[src/rtl/fan_ctrl_pkg.sv]
`timescale 1ns/1ps
package fan_ctrl_pkg;
  // width of a counter that must hold values 0..limit
  function automatic int cnt_width(input int limit);
    return (limit < 1) ? 1 : $clog2(limit + 1);
  endfunction

  typedef struct packed {
    logic stop_p;
    logic auto_p;
    logic start_p;
  } hand_sw_t;
endpackage

[src/rtl/fan_rst_sync.sv]
`timescale 1ns/1ps
module fan_rst_sync #(
  parameter int STAGES = 2
) (
  input  logic clk,
  input  logic rst_n,
  output logic rst_sync_n
);
  logic [STAGES-1:0] sync_q;

  always_ff @(posedge clk or negedge rst_n) begin
    if (!rst_n) sync_q <= '0;
    else        sync_q <= {sync_q[STAGES-2:0], 1'b1};
  end

  assign rst_sync_n = sync_q[STAGES-1];
endmodule

[src/rtl/fan_tick_timer.sv]
`timescale 1ns/1ps
// Saturating tick counter: runs while hold_i is high, clears when it drops.
module fan_tick_timer
  import fan_ctrl_pkg::*;
#(
  parameter int LIMIT = 600
) (
  input  logic clk,
  input  logic rst_n,
  input  logic tick_i,
  input  logic hold_i,
  output logic done_o
);
  localparam int CW = cnt_width(LIMIT);
  localparam logic [CW-1:0] LIM_V = CW'(LIMIT);

  logic [CW-1:0] cnt_q, cnt_d;
  logic          at_lim;

  assign at_lim = (cnt_q == LIM_V);

  always_comb begin
    cnt_d = cnt_q;
    if (!hold_i)                 cnt_d = '0;
    else if (tick_i && !at_lim)  cnt_d = cnt_q + 1'b1;
  end

  always_ff @(posedge clk or negedge rst_n) begin
    if (!rst_n) cnt_q <= '0;
    else        cnt_q <= cnt_d;
  end

  assign done_o = hold_i && at_lim;
endmodule

[src/rtl/fan_run_mem.sv]
`timescale 1ns/1ps
// Retentive run memory, reset-dominant.
module fan_run_mem
  import fan_ctrl_pkg::*;
(
  input  logic     clk,
  input  logic     rst_n,
  input  hand_sw_t sw_i,
  input  logic     qual_i,
  output logic     run_o
);
  logic run_q, run_d, set_req;

  assign set_req = sw_i.start_p || (sw_i.auto_p && qual_i);

  always_comb begin
    run_d = run_q;
    if (sw_i.stop_p)  run_d = 1'b0;
    else if (set_req) run_d = 1'b1;
  end

  always_ff @(posedge clk or negedge rst_n) begin
    if (!rst_n) run_q <= 1'b0;
    else        run_q <= run_d;
  end

  assign run_o = run_q;
endmodule

[src/rtl/fan_interlock_ctrl.sv]
`timescale 1ns/1ps
module fan_interlock_ctrl
  import fan_ctrl_pkg::*;
#(
  parameter int QUAL_TICKS = 600,
  parameter int ARM_TICKS  = 45
) (
  input  logic clk,
  input  logic rst_n,
  input  logic tick_en,
  input  logic sw_stop,
  input  logic sw_auto,
  input  logic sw_start,
  input  logic safety_req,
  input  logic low_flow_own,
  input  logic low_flow_peer,
  output logic fan_run,
  output logic low_flow_alarm
);
  logic     rst_sync_n;
  logic     qual_ok;
  logic     armed;
  logic     run_int;
  logic     alarm_q, alarm_d;
  hand_sw_t sw;

  assign sw = '{stop_p: sw_stop, auto_p: sw_auto, start_p: sw_start};

  fan_rst_sync #(.STAGES(2)) u_rst (
    .clk        (clk),
    .rst_n      (rst_n),
    .rst_sync_n (rst_sync_n)
  );

  fan_tick_timer #(.LIMIT(QUAL_TICKS)) u_qual (
    .clk    (clk),
    .rst_n  (rst_sync_n),
    .tick_i (tick_en),
    .hold_i (safety_req),
    .done_o (qual_ok)
  );

  fan_run_mem u_mem (
    .clk    (clk),
    .rst_n  (rst_sync_n),
    .sw_i   (sw),
    .qual_i (qual_ok),
    .run_o  (run_int)
  );

  fan_tick_timer #(.LIMIT(ARM_TICKS)) u_arm (
    .clk    (clk),
    .rst_n  (rst_sync_n),
    .tick_i (tick_en),
    .hold_i (run_int),
    .done_o (armed)
  );

  always_comb begin
    alarm_d = (armed && low_flow_own) || low_flow_peer;
  end

  always_ff @(posedge clk or negedge rst_sync_n) begin
    if (!rst_sync_n) alarm_q <= 1'b0;
    else             alarm_q <= alarm_d;
  end

  assign fan_run        = run_int;
  assign low_flow_alarm = alarm_q;
endmodule

[config.mk]
export PLATFORM = sky130hd
export DESIGN_NAME = fan_interlock_ctrl
export DESIGN_NICKNAME = d
export VERILOG_FILES = /design/src/rtl/fan_ctrl_pkg.sv /design/src/rtl/fan_rst_sync.sv /design/src/rtl/fan_tick_timer.sv /design/src/rtl/fan_run_mem.sv /design/src/rtl/fan_interlock_ctrl.sv
export SDC_FILE = /design/constraint.sdc
export NUM_CORES = 1
export LEC_CHECK = 0
export BUFFER_PORTS_ARGS = -buffer_cell sky130_fd_sc_hd__buf_2
export CORE_ASPECT_RATIO = 1.5
export CORE_MARGIN = 2
export CORE_UTILIZATION = 35
export CTS_CLUSTER_SIZE = 20
export DETAILED_ROUTE_END_ITERATION = 16
export SLEW_MARGIN = 40
export SYNTH_ARGS = -nofsm -noshare
export SYNTH_HDL_FRONTEND = slang
export SYNTH_HIERARCHICAL = 1
export SYNTH_SLANG_ARGS = --single-unit
[constraint.sdc]
create_clock -name clk -period 0.8 [get_ports clk]
set_clock_uncertainty 0.15 [all_clocks]
set_input_delay 0.16 -clock clk [delete_from_list [all_inputs] [get_ports clk]]
set_output_delay 0.16 -clock clk [all_outputs]
set_load 0.02 [all_outputs]
==> impl_metrics.prom <==
# TYPE chip_impl_metric gauge
chip_impl_metric{name="reg2reg_slack",unit="ns"} -0.77
chip_impl_metric{name="grt.total_usage",unit=""} 0.177
chip_impl_metric{name="postLayoutSetupSlackWorst",unit="ns"} -0.768
chip_impl_metric{name="reg2reg_depth",unit=""} 3
chip_impl_metric{name="p_per_area",unit="nW/µm²"} 1320
chip_impl_metric{name="ys_types",unit=""} 43
chip_impl_metric{name="power_frac_clock",unit=""} 0.315
chip_impl_metric{name="power.net_switching",unit="W"} 0.000674
chip_impl_metric{name="drive_above_1_share",unit=""} 0.570
chip_impl_metric{name="pre_cts_slack",unit="ns"} -0.796
chip_impl_metric{name="ctsHtreeMaxLevel",unit=""} 1
chip_impl_metric{name="ant_nets",unit=""} 0
chip_impl_metric{name="clkSlewWorstSetupHoldPaths",unit="ns"} 0.07
chip_impl_info{name="timing_worst_setup_path_type",value="flop to flop"} 1
chip_impl_metric{name="routabilityCongestion",unit=""} 0.842
chip_impl_info{name="synth_largest_area_cell",value="sky130_fd_sc_hd__dfrtp_1"} 1
chip_impl_info{name="min_to",value="u_mem/run_o"} 1
chip_impl_metric{name="synth.cell_area",unit="µm²"} 1150
chip_impl_metric{name="globalRouteMet1Util",unit=""} 0.187
chip_impl_info{name="timing.rr.start",value="u_qual/cnt_q[5]"} 1
chip_impl_metric{name="die-width",unit="µm"} 50.8
chip_impl_metric{name="totalWireLength",unit="µm"} 3020
chip_impl_metric{name="cts_buffer_depth",unit=""} 2
chip_impl_metric{name="remaining_drc_errors",unit=""} 0
chip_impl_metric{name="fraction_of_power_spent_switching_nets",unit=""} 0.271
chip_impl_metric{name="worst_skew_pair.late_latency",unit="ns"} 0.26
chip_impl_metric{name="fin_crit",unit="ns"} 1.57
chip_impl_info{name="clock_tree.root_cell",value="sky130_fd_sc_hd__clkbuf_8"} 1
chip_impl_info{name="layer_with_the_highest_usage_after_global_routing",value="met2"} 1
chip_impl_metric{name="wl_per_instance",unit="µm"} 14.3
chip_impl_info{name="critPathCaptureType",value="flop"} 1
chip_impl_metric{name="die-height",unit="µm"} 74.2
chip_impl_metric{name="power_report.internal_total",unit="W"} 0.00181
chip_impl_metric{name="finalHoldWorstSlack",unit="ns"} -0.106
chip_impl_metric{name="power.static_leakage",unit="nW"} 0.868
chip_impl_info{name="worstHoldStart",value="sw_stop"} 1
chip_impl_info{name="min-delay-path-class",value="input pin to flop"} 1
chip_impl_info{name="cts_tree",value="built"} 1
chip_impl_metric{name="syn_avg_cell_area",unit="µm²"} 9.67
chip_impl_metric{name="critPathMaxFanout",unit=""} 6
chip_impl_metric{name="fp.dieArea",unit="µm²"} 3770
chip_impl_metric{name="vias",unit=""} 1112
chip_impl_metric{name="hold_viol_final",unit=""} 2
chip_impl_metric{name="synth_edf_count",unit=""} 0
chip_impl_metric{name="tns",unit="ns"} -11.24
chip_impl_metric{name="clock_sink_count",unit=""} 20
chip_impl_metric{name="synth-async-reset-ratio",unit=""} 1.00
chip_impl_metric{name="layout_worst_path_cycle_share",unit=""} 1.96
chip_impl_metric{name="yosysTopAreaCellShare",unit=""} 0.435
chip_impl_metric{name="timing.critical_path.arrival",unit="ns"} 1.56
chip_impl_metric{name="design.portCount",unit=""} 11
chip_impl_info{name="synth_area_leaders",value="sky130_fd_sc_hd__dfrtp_1 (43%), sky130_fd_sc_hd__ha_1 (4.3%), sky130_fd_sc_hd__nand2_1 (3.9%)"} 1
chip_impl_metric{name="vdd.ir_drop.worst",unit="mV"} 0.692
chip_impl_metric{name="grt.met2_usage",unit=""} 0.357
chip_impl_metric{name="p_seq_frac",unit=""} 0.452
chip_impl_info{name="outcome",value="finished with violations"} 1
chip_impl_metric{name="mapped_nets",unit=""} 132
chip_impl_metric{name="viasPerCell",unit=""} 5.25
chip_impl_metric{name="postSynthRegisterBits",unit=""} 20
chip_impl_info{name="worst_setup_path_start_kind",value="flop"} 1
chip_impl_metric{name="core.rowCount",unit=""} 25
chip_impl_metric{name="layout.filler_cells",unit=""} 270
chip_impl_metric{name="diodes",unit=""} 0
chip_impl_metric{name="start_util",unit=""} 0.364
chip_impl_metric{name="port_buffers",unit=""} 10
chip_impl_metric{name="overall_overflow_remaining_after_global_route",unit=""} 0
chip_impl_metric{name="finalNetCount",unit=""} 186
chip_impl_metric{name="place_hpwl",unit="µm"} 2100
chip_impl_metric{name="ys_seq_area_frac",unit=""} 0.435
chip_impl_info{name="grt_setup_unrepaired",value="true"} 1
chip_impl_metric{name="area_growth",unit="%"} 63.2
chip_impl_metric{name="total_of_max_cap_violations",unit=""} 0
chip_impl_metric{name="grt_max_degree",unit=""} 19
chip_impl_info{name="synth.cells.most_frequent",value="sky130_fd_sc_hd__dfrtp_1 (20), sky130_fd_sc_hd__nand2_1 (12), sky130_fd_sc_hd__a21oi_1 (8), sky130_fd_sc_hd__inv_1 (7), sky130_fd_sc_hd__nor2_1 (7)"} 1
chip_impl_metric{name="timing.critical_path.required",unit="ns"} 0.79
chip_impl_metric{name="setup_viol_count_final",unit=""} 20
chip_impl_metric{name="yosysWarningCount",unit=""} 6
chip_impl_metric{name="drt-initial-drc-count",unit=""} 26
chip_impl_metric{name="global_route_wire_length_before_repair",unit="µm"} 5120
chip_impl_metric{name="synthesis.instances",unit=""} 119
chip_impl_metric{name="firstDrtPassIters",unit=""} 4
chip_impl_metric{name="cts-buffers-inserted",unit=""} 3
chip_impl_metric{name="pwr-share-comb",unit=""} 0.233
chip_impl_metric{name="holdBufCountCts",unit=""} 1
chip_impl_metric{name="first_global_vias",unit=""} 1180
chip_impl_metric{name="fmax",unit="MHz"} 638
chip_impl_info{name="post-synth-top-count-cell",value="sky130_fd_sc_hd__dfrtp_1"} 1
chip_impl_info{name="violations",value="negative hold slack, negative setup slack"} 1
chip_impl_info{name="yosys_most_used_dff",value="sky130_fd_sc_hd__dfrtp_1"} 1
chip_impl_metric{name="grt_antenna_before_repair",unit=""} 0
chip_impl_info{name="worstReg2RegEnd",value="u_qual/cnt_q[0]"} 1
chip_impl_metric{name="timing.final.max_slew_violations",unit=""} 0
chip_impl_metric{name="gr-usage-met3",unit=""} 0.0141
chip_impl_metric{name="worstHoldPathCells",unit=""} 2
chip_impl_metric{name="core_area",unit="µm²"} 3160
==> worst max-delay path by stage <==
stage | start | endpoint | slack (ns)
6_report | u_qual/cnt_q[5] | u_qual/cnt_q[0] | -0.77
5_1_grt | u_qual/cnt_q[5] | u_qual/cnt_q[0] | -0.79
4_1_cts | u_qual/cnt_q[2] | u_qual/cnt_q[0] | -0.75
3_5_place_dp | u_qual/cnt_q[2] | u_qual/cnt_q[0] | -0.80
3_3_place_gp | u_qual/cnt_q[2] | u_qual/cnt_q[0] | -0.70
2_1_floorplan | u_qual/cnt_q[7] | u_qual/cnt_q[0] | -0.64
==> metal layers <==
metal  vias up  routed length (µm)
met3         4                  42
met1       555                1150
li1        543                   -
met4         0                  32
met5         -                   0
met2        10                1800
==> layout by cell type, fill, tap and decap left out, types with 4 or more instances in the layout <==
master,Yosys,routed
sky130_fd_sc_hd__buf_6,2,12
sky130_fd_sc_hd__ha_4,0,4
sky130_fd_sc_hd__buf_2,1,8
sky130_fd_sc_hd__buf_4,1,31
sky130_fd_sc_hd__nand4_1,4,4
sky130_fd_sc_hd__dfrtp_1,20,14
sky130_fd_sc_hd__dfrtp_2,0,6
sky130_fd_sc_hd__nor2_1,7,6
sky130_fd_sc_hd__nand3_2,2,4
sky130_fd_sc_hd__inv_1,7,4
sky130_fd_sc_hd__nand2_1,12,10
sky130_fd_sc_hd__a21oi_1,8,5
sky130_fd_sc_hd__clkbuf_8,0,4
==> worst max-delay path, cell delays in order, from the launching register on <==
cell and delay [ns]:
sky130_fd_sc_hd__dfrtp_2 0.46, sky130_fd_sc_hd__nor4_4 0.33, sky130_fd_sc_hd__a21oi_1 0.13, sky130_fd_sc_hd__or3_1 0.37
==> timing repair <==
action / 4_1_cts / 5_1_grt
endpoints found under the hold margin: 4 / 2
pin swaps: 20 / 7
gates cloned: 0 / 0
endpoints found under the setup margin: 20 / 20
setup buffers: 7 / 3
resized for setup: 29 / 19
==> flip-flops by register name (all words and copies together) (netlist names) <==
signal and count:
u_rst/sync_q 2, u_qual/cnt_q 10, u_mem/run_o 1, low_flow_alarm 1, u_arm/cnt_q 6
==> stage by stage <==
| stage | util | power (W) | std cells | area, µm² |
|---|---|---|---|---|
| floorplan | - | 0.00134 | 119 | 1200 |
| global placement | 0.478 | 0.00148 | 197 | 1510 |
| detailed placement | 0.478 | 0.00151 | 197 | 1510 |
| CTS | 0.557 | 0.00243 | 209 | 1760 |
| global route | 0.594 | 0.00258 | 212 | 1880 |
| finish | 0.594 | 0.00248 | 212 | 1880 |
==> power by group through the flow <==
stage	Combinational, W	Sequential [W]	Clock, W
floorplan	0.000207	0.00113	0
global placement	0.000361	0.00112	0
detailed placement	0.000387	0.00112	0
CTS	0.000510	0.00111	0.000812
global route	0.000621	0.00113	0.000825
finish	0.000578	0.00112	0.000782
==> area by class of cell <==
cell class	instances	area, µm²	area share
Clock buffer	4	55.1	0.0293
Inverter	7	26.3	0.0140
Multi-Input combinational cell	88	801	0.426
Sequential cell	20	508	0.270
Tap cell	40	50.0	0.0266
Timing Repair Buffer	53	438	0.233
==> cell families after synthesis <==
kind of cell / Yosys count / synth area share
and+or+nand+nor: 53 / 0.285
AOI/OAI and AO/OA: 26 / 0.148
DFF: 20 / 0.435
buffers and inverters: 11 / 0.0533
adders and majority gates: 4 / 0.0435
xor gates and xnor gates: 2 / 0.0152
muxes: 2 / 0.0174
other: 1 / 0.00326
No activity file was read; power rests on OpenSTA's default activity.
